## src/rtl/icd_pkg.sv

```systemverilog
// Package: shared types for the input change detector.
// Assumes: nothing; holds only type definitions.
package icd_pkg;

    // Filter state: steady, or waiting for a second tick that confirms a new level
    typedef enum logic {
        FLT_STEADY  = 1'b0,
        FLT_PENDING = 1'b1
    } flt_state_t;

endpackage

```

## src/rtl/icd_prescaler.sv

```systemverilog
// Module: icd_prescaler
// Makes a one-cycle sampling tick every PRESCALE clocks.
// Assumes: PRESCALE >= 2; synchronous active-low reset.
module icd_prescaler #(
    parameter int PRESCALE = 4
) (
    input  logic clk,
    input  logic rst_n,
    output logic tick_o
);
    localparam int CW = (PRESCALE > 1) ? $clog2(PRESCALE) : 1;
    localparam logic [CW-1:0] LAST = CW'(PRESCALE - 1);

    logic [CW-1:0] cnt_q;

    // Free-running count that wraps at PRESCALE-1
    always_ff @(posedge clk) begin
        if (!rst_n)              cnt_q <= '0;
        else if (cnt_q == LAST)  cnt_q <= '0;
        else                     cnt_q <= cnt_q + 1'b1;
    end

    assign tick_o = (cnt_q == LAST);

    generate
        if (PRESCALE > 1) begin : g_tick_chk
            // Ticks never come back to back, so each filter sample is PRESCALE apart
            p_tick_spacing_r3: assert property (@(posedge clk) disable iff (!rst_n)
                tick_o |=> !tick_o);
        end
    endgenerate
endmodule

```

## src/rtl/icd_pin_filter.sv

```systemverilog
// Module: icd_pin_filter
// Synchronizes one asynchronous pin and accepts a new level only when it is
// seen on two sampling ticks in a row. Gives a one-cycle change pulse when a
// level is accepted.
// Assumes: the pin is low during reset; tick_i is a one-cycle pulse.
module icd_pin_filter (
    input  logic clk,
    input  logic rst_n,
    input  logic tick_i,
    input  logic pin_i,
    output logic level_o,
    output logic change_o
);
    logic                  meta_q;
    logic                  sync_q;
    logic                  stable_q;
    logic                  change_q;
    icd_pkg::flt_state_t   state_q;

    // Two-flop synchronizer for the asynchronous pin
    always_ff @(posedge clk) begin
        if (!rst_n) begin
            meta_q <= 1'b0;
            sync_q <= 1'b0;
        end else begin
            meta_q <= pin_i;
            sync_q <= meta_q;
        end
    end

    // Confirm a new level on two consecutive ticks, then accept it and pulse
    always_ff @(posedge clk) begin
        if (!rst_n) begin
            stable_q <= 1'b0;
            change_q <= 1'b0;
            state_q  <= icd_pkg::FLT_STEADY;
        end else begin
            change_q <= 1'b0;
            if (tick_i) begin
                case (state_q)
                    icd_pkg::FLT_STEADY: begin
                        if (sync_q != stable_q) state_q <= icd_pkg::FLT_PENDING;
                    end
                    icd_pkg::FLT_PENDING: begin
                        if (sync_q != stable_q) begin
                            stable_q <= sync_q;
                            change_q <= 1'b1;
                        end
                        state_q <= icd_pkg::FLT_STEADY;
                    end
                    default: state_q <= icd_pkg::FLT_STEADY;
                endcase
            end
        end
    end

    assign level_o  = sync_q;
    assign change_o = change_q;

    // A change is accepted only on a sampling tick
    p_change_on_tick_r3: assert property (@(posedge clk) disable iff (!rst_n)
        change_q |-> $past(tick_i));

    // Each accepted change really flips the filtered level
    p_change_flips_r3: assert property (@(posedge clk) disable iff (!rst_n)
        change_q |-> (stable_q != $past(stable_q)));
endmodule

```

## src/rtl/icd_flag_bank.sv

```systemverilog
// Module: icd_flag_bank
// Holds the sticky per-pin change flags and the shared status bit. A read
// clears both on the next edge; a change arriving in the same cycle wins.
// Assumes: change_i pulses are one cycle wide.
module icd_flag_bank #(
    parameter int NPINS = 4
) (
    input  logic             clk,
    input  logic             rst_n,
    input  logic             rd_i,
    input  logic [NPINS-1:0] change_i,
    input  logic [NPINS-1:0] en_i,
    output logic [NPINS-1:0] flags_o,
    output logic             status_o
);
    logic [NPINS-1:0] flags_q;
    logic [NPINS-1:0] flags_n;
    logic             status_q;
    logic             status_n;

    // Next flag and status values: new events set, a read clears the rest
    always_comb begin
        flags_n  = change_i | (flags_q & ~{NPINS{rd_i}});
        status_n = (|(change_i & en_i)) | (status_q & ~rd_i);
    end

    // Register the flags and the shared status bit
    always_ff @(posedge clk) begin
        if (!rst_n) begin
            flags_q  <= '0;
            status_q <= 1'b0;
        end else begin
            flags_q  <= flags_n;
            status_q <= status_n;
        end
    end

    assign flags_o  = flags_q;
    assign status_o = status_q;

    // A read with no new event leaves nothing set
    p_read_clears_r5: assert property (@(posedge clk) disable iff (!rst_n)
        (rd_i && (change_i == '0)) |=> ((flags_q == '0) && !status_q));

    // An event is never lost, even during a read
    p_event_kept_r8: assert property (@(posedge clk) disable iff (!rst_n)
        (change_i != '0) |=> ((flags_q & $past(change_i)) == $past(change_i)));

    // The status bit rises only because of an enabled event
    p_status_source_r6: assert property (@(posedge clk) disable iff (!rst_n)
        $rose(status_q) |-> $past(|(change_i & en_i)));
endmodule

```

## src/rtl/input_change_detector.sv

```systemverilog
// Module: input_change_detector (top)
// Watches NPINS input pins and gives a status word of {change flags, live
// levels}, a shared status bit and a masked interrupt line.
// Assumes: pins are low during reset; PRESCALE >= 2.
module input_change_detector #(
    parameter int NPINS    = 4,
    parameter int PRESCALE = 4
) (
    input  logic               clk,
    input  logic               rst_n,
    input  logic [NPINS-1:0]   pins_i,
    input  logic               rd_i,
    input  logic [NPINS-1:0]   chg_en_i,
    input  logic               irq_mask_i,
    output logic [2*NPINS-1:0] rdata_o,
    output logic               chg_status_o,
    output logic               irq_o
);
    logic             tick;
    logic [NPINS-1:0] level;
    logic [NPINS-1:0] change;
    logic [NPINS-1:0] flags;
    logic             status;

    icd_prescaler #(.PRESCALE(PRESCALE)) u_prescaler (
        .clk    (clk),
        .rst_n  (rst_n),
        .tick_o (tick)
    );

    generate
        for (genvar g = 0; g < NPINS; g++) begin : g_pin
            icd_pin_filter u_filter (
                .clk      (clk),
                .rst_n    (rst_n),
                .tick_i   (tick),
                .pin_i    (pins_i[g]),
                .level_o  (level[g]),
                .change_o (change[g])
            );
        end
    endgenerate

    icd_flag_bank #(.NPINS(NPINS)) u_flags (
        .clk      (clk),
        .rst_n    (rst_n),
        .rd_i     (rd_i),
        .change_i (change),
        .en_i     (chg_en_i),
        .flags_o  (flags),
        .status_o (status)
    );

    // Status word and interrupt line are combinational views of the state
    always_comb begin
        rdata_o      = {flags, level};
        chg_status_o = status;
        irq_o        = status & irq_mask_i;
    end
endmodule

```

## config.mk

```make
export PLATFORM = sky130hd
export DESIGN_NAME = input_change_detector
export DESIGN_NICKNAME = d
export VERILOG_FILES = /design/src/rtl/icd_pkg.sv /design/src/rtl/icd_prescaler.sv /design/src/rtl/icd_pin_filter.sv /design/src/rtl/icd_flag_bank.sv /design/src/rtl/input_change_detector.sv
export SDC_FILE = /design/constraint.sdc
export NUM_CORES = 1
export LEC_CHECK = 0
export BUFFER_PORTS_ARGS = -buffer_cell sky130_fd_sc_hd__buf_2
export CORE_MARGIN = 2
export CORE_UTILIZATION = 28
export CTS_CLUSTER_DIAMETER = 150
export DETAILED_ROUTE_END_ITERATION = 10
export GPL_ROUTABILITY_DRIVEN = 0
export MAX_ROUTING_LAYER = met4
export PLACE_DENSITY = 0.46
export SLEW_MARGIN = 20
export SYNTH_ARGS = -nofsm -noshare
export SYNTH_HDL_FRONTEND = slang
export SYNTH_HIERARCHICAL = 1
export SYNTH_SLANG_ARGS = --single-unit
```

## constraint.sdc

```tcl
create_clock -name clk -period 2 [get_ports clk]
set_input_delay 0.4 -clock clk [delete_from_list [all_inputs] [get_ports clk]]
set_output_delay 0.4 -clock clk [all_outputs]
set_load 0.05 [all_outputs]
```

* Word-level counts from Yosys, hierarchy flattened
Index checks and enable logic that the tools add are counted.
** Cells by class
- Add/sub/neg operators :: 1
- Equal/unequal tests :: 5
- Multiplexer cells :: 8
- Bitwise logic cells :: 13
- Reductions and logical operators :: 10
** Operator list (count)
- $reduce_and 3->1 :: 8
- $and 4x4->4 :: 2
- $pmux 1 s2 :: 4
- $not 1->1 :: 6
- $mux 1 :: 4
- $ne 1x1->1 :: 4
- $not 4->4 :: 1
- $or 4x4->4 :: 1
- $reduce_or 4->1 :: 1
- $add 2x1->2 const B :: 1
- $and 1x1->1 :: 2
- $eq 2x2->1 const B :: 1
- $reduce_or 2->1 :: 1
- $or 1x1->1 :: 1
** Word-level totals
- Register bits :: 27
- Input bits :: 12
- Output and inout bits :: 10
- Logic and storage cells :: 60

* Logic depth before layout (Yosys ltp)
Gate-level depths: netlist of run 1.
- Depth after elaboration :: 3
- Depth in mapped cells :: 3
- Mapped depth without buffers :: 3

* Hierarchy
The synthesis of run 1 kept the hierarchy.
** By module, submodules not included
- icd_pin_filter :: times used 4, cells each 16, area an instance 171.4 um^2, seq. area each 100.1 um^2
- icd_flag_bank :: times used 1, cells each 18, area an instance 193.9 um^2, seq. area each 100.1 um^2
- icd_prescaler :: times used 1, cells each 5, area an instance 73.8 um^2, seq. area each 40.0 um^2
- input_change_detector :: times used 1, cells each 1, area an instance 6.3 um^2, seq. area each 0.0 um^2

* Worst setup path after synthesis of run 1
OpenSTA, ideal clock, no wires.
- Path type :: flip-flop to output port
- From :: register u_flags.status_q (netlist: u_flags/status_o)
- To :: output irq_o
- Arrival time :: 1.177 ns
- Data required time :: 1.600 ns
- Path slack :: 0.423 ns
- Cell stages (with the launch flop) :: 2
- Buffers on the path :: 0
- Cells stage by stage :: dfxtp_1 and2_1
** Between the ends
- Word-level cells in the longest chain between the ends :: 1
** RTL lines
- from (decl) :: line icd_flag_bank.sv:18 : logic status_q;
- from (signal assigned) :: line icd_flag_bank.sv:34 : status_q <= status_n;
- $and 1x1->1 :: line input_change_detector.sv:58 : irq_o = status & irq_mask_i;
- to (decl) :: line input_change_detector.sv:17 : output logic irq_o
Every way passes these cells.

* Worst setup path in the final report of run 1
Same ends and word-level chain as after synthesis.

==> reports/metrics.cfg, run 1 <==
[run_status]
status=completed

[sta]
hold_viol=0
fin_worst_skew_ns=0.00599
min_period_ns=1.50
setup_viol=0
holdWs_ns=0.284
slew_headroom_pct=58.9
period_share_pct=74.8
tightest_slew_ns=0.616
rsz0062_at_grt=false
clock.fmax_mhz=668
setup_tns_ns=0
slew_viol_final=0

[clock_tree]
cts.htree.levels=1
cts_setup_buffers=0
path_clk_slew_ns=0.14
cts_buffer_depth=2
insertion_delay_ns=0.31
clock_sinks=27
post_cts_resized=0
numCtsBuffers=3
root_buffer=clkbuf_4
cts_hold_buf=0
cts_tree=built

[global_routing]
antenna_found_initial=0
track_usage_pct=8.55
grt_pass1_wl_um=2640
grt_pass1_vias=606
overflow=0
grt_max_degree=32

[die]
row_count=21
die_y_um=62.5
fp.dieW_um=62.5
coreArea_um2=3310
ios=22
die_area_um2=3910
start_util_pct=29.0

[routing]
drc=0
drtAntennaViolNets=0
drt_wl_total_um=1510
num_vias=668
dr.pass1.iters=4
post_drt_wl_per_cell_um=9.48
drt_iter0_drc=30
routed_via_density=4.20

[critical_path]
crit_type=flop to output port
crit_buf_inv=1
cp-start-kind=flop
crit_slowest_cell=dfxtp_1
critPathMaxStageDelay_ns=0.40
crit_path_max_fanout=3
required_ns=1.60
path_delay_family=flip-flops
crit_path_end_kind=output port
arrival_ns=1.10
path_cells=and2_1 > buf_2

[power_and_ir_drop]
power_density_nw_per_um2=734
p_leak_nw=0.468
max-vdd-ir-drop_uv=253

[final_layout]
area_delta_synth_final_pct=19.7
layout.nets=127
final_common_cell=dfxtp_1
diodes=0
layout_common_cells=dfxtp_1 (27), buf_2 (21), and2_1 (9)
nFillCells=373
layout-drive-gt1-share_pct=23.0

[yosys]
yosysWarnings=6
yosysSeqAreaShare_pct=56.3
avgSynthCellArea_um2=10.9
synth_nets=101
synthCells=88
ys_types=18
synth_top_area_share_pct=56.3
ys_ff_latch=27
yosysTopAreaCell=dfxtp_1
syn_area_um2=960
yosys-top-cells-area=dfxtp_1 (56%), nand3b_1 (6.3%), o21a_1 (6.3%)

[min_path]
worstHoldPathType=input port to flop

[run]
cap_viol_max_count=0

[placed_design]
place_hpwl_um=1020
numPortBuffers=21

==> synth_stat cells <==
cell type / instances
dfxtp_1: 27
and2_1: 9
nand3b_1: 8
o21a_1: 8
a21boi_0: 4
and3_1: 4
nand3_1: 4
nor2_1: 4
nor2b_1: 4
o21ai_1: 4
xnor2_1: 4
a22oi_1: 2
a31oi_1: 1
and3b_1: 1
ha_1: 1
inv_1: 1
nand2b_4: 1
nor3b_2: 1
==> stage by stage <==
stage	utilization, %	instances	cell area [um^2]	power (mW)	setup slack (ns)
floorplan	-	88	960	0.605	0.423
finish	34.7	159	1150	0.843	0.503
global route	34.7	159	1150	0.896	0.438
CTS	34.7	159	1150	0.863	0.484
global placement	33.9	155	1120	0.631	0.663
detailed placement	33.9	155	1120	0.634	0.589
==> worst paths after layout <==
check | end | slack [ns] | startpoint | depth (start not counted)
worst max-delay path | irq_o | 0.50 | u_flags/status_o | 2
worst min-delay path | g_pin[1].u_filter/meta_q | 0.28 | pins_i[1] | 2
worst max register to register | g_pin[3].u_filter/stable_q | 0.59 | u_prescaler/cnt_q[0] | 3
worst min register to register | g_pin[2].u_filter/level_o | 0.45 | g_pin[2].u_filter/meta_q | 1
==> report_power, final <==
| group | switching [mW] | internal (mW) |
|---|---|---|
| Combinational | 0.0369 | 0.0254 |
| Clock | 0.144 | 0.0778 |
| Sequential | 0.00691 | 0.552 |
==> layer usage <==
metal	global-route usage, %	part of all wire, %	wire [um]	up-vias
li1	-	-	-	356
met1	11.5	52	784	292
met2	11.8	41	624	18
met3	2.34	5.8	87	2
met4	4.17	0.80	12	0
met5	-	0	0	-
==> worst register-to-register path, stage by stage (launching register included) <==
cell and delay (ns):
dfxtp_1 0.37, ha_1 0.56, a21boi_0 0.20, o21a_1 0.19
==> cell type report <==
cell class / count / area, um^2 / area share, %
Multi-Input combinational cell: 60 / 415 / 36.2
Sequential cell: 27 / 541 / 47.1
Tap cell: 46 / 57.6 / 5.01
Clock buffer: 4 / 26.3 / 2.29
Timing Repair Buffer: 21 / 105 / 9.15
Inverter: 1 / 3.75 / 0.327
==> cell families after synthesis <==
kind of cell             Yosys count  synth area share (%)
AND/OR/NAND/NOR                   36                  24.6
flip-flops                        27                  56.3
AO/OA/AOI/OAI                     19                  13.7
XOR/XNOR                           4                  3.65
buffers and inverters              1                 0.391
adder cells (fa/ha/maj)            1                  1.30
==> sequential cells by signal, summed over array words and instances, names as in the netlist <==
register                 count
g_pin.u_filter/level_o       4
u_flags/status_o             1
u_prescaler/cnt_q            2
g_pin.u_filter/meta_q        4
g_pin.u_filter/change_o      4
g_pin.u_filter/stable_q      4
u_flags/flags_o              4
g_pin.u_filter/state_q       4
No activity file was read; power rests on OpenSTA's default activity.
==> run 2: changes to the inputs <==
==> constraint.sdc (replaced) <==
create_clock -name clk -period 1.45 [get_ports clk]
set_input_delay 0.29 -clock clk [delete_from_list [all_inputs] [get_ports clk]]
set_output_delay 0.29 -clock clk [all_outputs]
set_load 0.05 [all_outputs]
==> run 2 against run 1 <==
Against the previous run: cell area is 2.1% higher; routed wire length is 3.9% higher; critical path depth stayed put; sequential share of layout area decreased by 0.85 points; combinational power rose by 43%; largest cell class unchanged; largest power group unchanged; highest routed layer unchanged.
==> reports/metrics.cfg, run 2 (same netlist as run 1, synthesis figures left out) <==
[run_status]
status=completed

[clock_tree]
insertion_delay_ns=0.32  ; about the same
cts_buffer_depth=2  ; unchanged
cts_tree=built
root_buffer=clkbuf_4
cts_hold_buf=0  ; unchanged
cts.htree.levels=1  ; unchanged
path_clk_slew_ns=0.15  ; about the same
clock_sinks=27  ; unchanged
numCtsBuffers=3  ; unchanged

[sta]
slew_viol_final=0  ; unchanged
tightest_slew_ns=0.471  ; -0.145 ns
fin_worst_skew_ns=0.0125  ; +0.00654 ns
min_period_ns=1.36
period_share_pct=93.9
clock.fmax_mhz=734
setup_tns_ns=0  ; unchanged
hold_viol=0  ; unchanged
setup_viol=0  ; unchanged
rsz0062_at_grt=false
slew_headroom_pct=68.6  ; +9.7 points

[final_layout]
area_delta_synth_final_pct=22.2
diodes=0  ; unchanged
final_common_cell=dfxtp_1
layout.nets=129  ; +1.6%
layout-drive-gt1-share_pct=27.0  ; +3.9 points
nFillCells=376  ; +0.80%
layout_common_cells=dfxtp_1 (26), buf_2 (20), and2_1 (8), o21a_1 (8), nand3b_1 (8)

[die]
ios=22  ; unchanged
die_area_um2=3910  ; unchanged
fp.dieW_um=62.5  ; unchanged
row_count=21  ; unchanged
coreArea_um2=3310  ; unchanged
die_y_um=62.5  ; unchanged
start_util_pct=29.0  ; unchanged

[global_routing]
overflow=0  ; unchanged
antenna_found_initial=0  ; unchanged
grt_pass1_wl_um=2740  ; +3.7%
grt_pass1_vias=632  ; +4.3%
track_usage_pct=8.95  ; +0.40 points
grt_max_degree=32  ; unchanged

[routing]
post_drt_wl_per_cell_um=9.73  ; +2.6%
drc=0  ; unchanged
drtAntennaViolNets=0  ; unchanged
drt_wl_total_um=1570  ; +3.9%
dr.pass1.iters=4  ; unchanged
drt_iter0_drc=16  ; -47%
num_vias=682  ; +2.1%
routed_via_density=4.24  ; +0.83%

[power_and_ir_drop]
power_frac_clock_pct=27.4  ; +1.1 points
max-vdd-ir-drop_uv=417  ; +65%
p_seq_share_pct=65.1  ; -1.2 points
power_density_nw_per_um2=1010  ; +38%
p_leak_nw=0.479  ; +2.2%
intPower_mw=0.905  ; +38%
swShare_pct=23.6  ; +1.3 points
finalPower_mw=1.18  ; +40%
pwr-share-comb_pct=7.5  ; about the same
power.switching_mw=0.280  ; +49%

[critical_path]
crit_path_max_fanout=3  ; unchanged
cp-start-kind=flop
crit_type=flop to output port
arrival_ns=1.07  ; -0.03 ns
crit_path_end_kind=output port
required_ns=1.16  ; -0.44 ns

[placed_design]
place_hpwl_um=1080  ; +5.3%
numPortBuffers=21  ; unchanged

[run]
cap_viol_max_count=0  ; unchanged

[min_path]
worstHoldPathType=input port to flop

==> run 2: changes by cell type in the layout (fill, tap and decap cells not counted), sizes merged <==
cell	change
buf	+1
clkinvlp	+1
==> run 2: path summary, 6_finish.rpt <==
check / start / end / slack [ns] / depth (start not counted)
setup / recovery: u_flags/status_o / irq_o / 0.09 / 2
hold / removal: pins_i[3] / g_pin[3].u_filter/meta_q / 0.16 / 2
setup reg to reg: u_prescaler/cnt_q[0] / g_pin[3].u_filter/stable_q / 0.30 / 4
hold reg to reg: u_prescaler/cnt_q[0] / u_prescaler/cnt_q[0] / 0.45 / 1
==> run 2: routing by layer <==
layer / vias to the layer above / share of wire, % / GRT usage [%]
met3: 2 / 5.7 / 2.70
met4: 0 / 1.2 / 4.17
li1: 358 / - / -
met1: 302 / 52 / 11.8
met5: - / 0 / -
met2: 20 / 41 / 12.5
==> run 2: what timing repair did <==
action / CTS / global route
setup endpoints to repair: 0 / 1
gates resized for setup: 0 / 2
setup buffers: 0 / 0
hold endpoints to repair: 0 / 0
==> run 2: power by group through the flow <==
stage	clock network [mW]	logic (mW)	registers (mW)
after floorplan	0	0.0340	0.801
after global placement	0	0.0893	0.786
after detailed placement	0	0.0910	0.787
after CTS	0.350	0.0913	0.771
after global routing	0.380	0.0997	0.774
final	0.325	0.0890	0.770
==> run 2: layout make-up <==
cell class	count	area, um^2	share of cell area (%)
tap	46	57.6	4.91
timing repair buffer	23	123	10.5
clock buffer	3	22.5	1.92
clock inverter	1	7.51	0.640
multi-input combinational	60	417	35.5
sequential	27	542	46.2
inverter	1	3.75	0.320
==> run 2: critical path: stages, from the launching register on <==
cell	delay, ns
dfxtp_2	0.37
and2_2	0.18
clkbuf_4	0.20
==> run 2: per-stage QoR <==
stage / util (%) / worst slack [ns] / instance area, um^2 / hold slack (ns) / instances
floorplan: - / 0.0922 / 961 / 0.399 / 88
global placement: 34.4 / 0.337 / 1140 / 0.416 / 157
CTS: 35.3 / 0.00134 / 1170 / 0.143 / 161
finish: 35.4 / 0.0878 / 1170 / 0.159 / 161
detailed placement: 34.4 / 0.311 / 1140 / 0.419 / 157
global route: 35.4 / 0.0321 / 1170 / 0.136 / 161
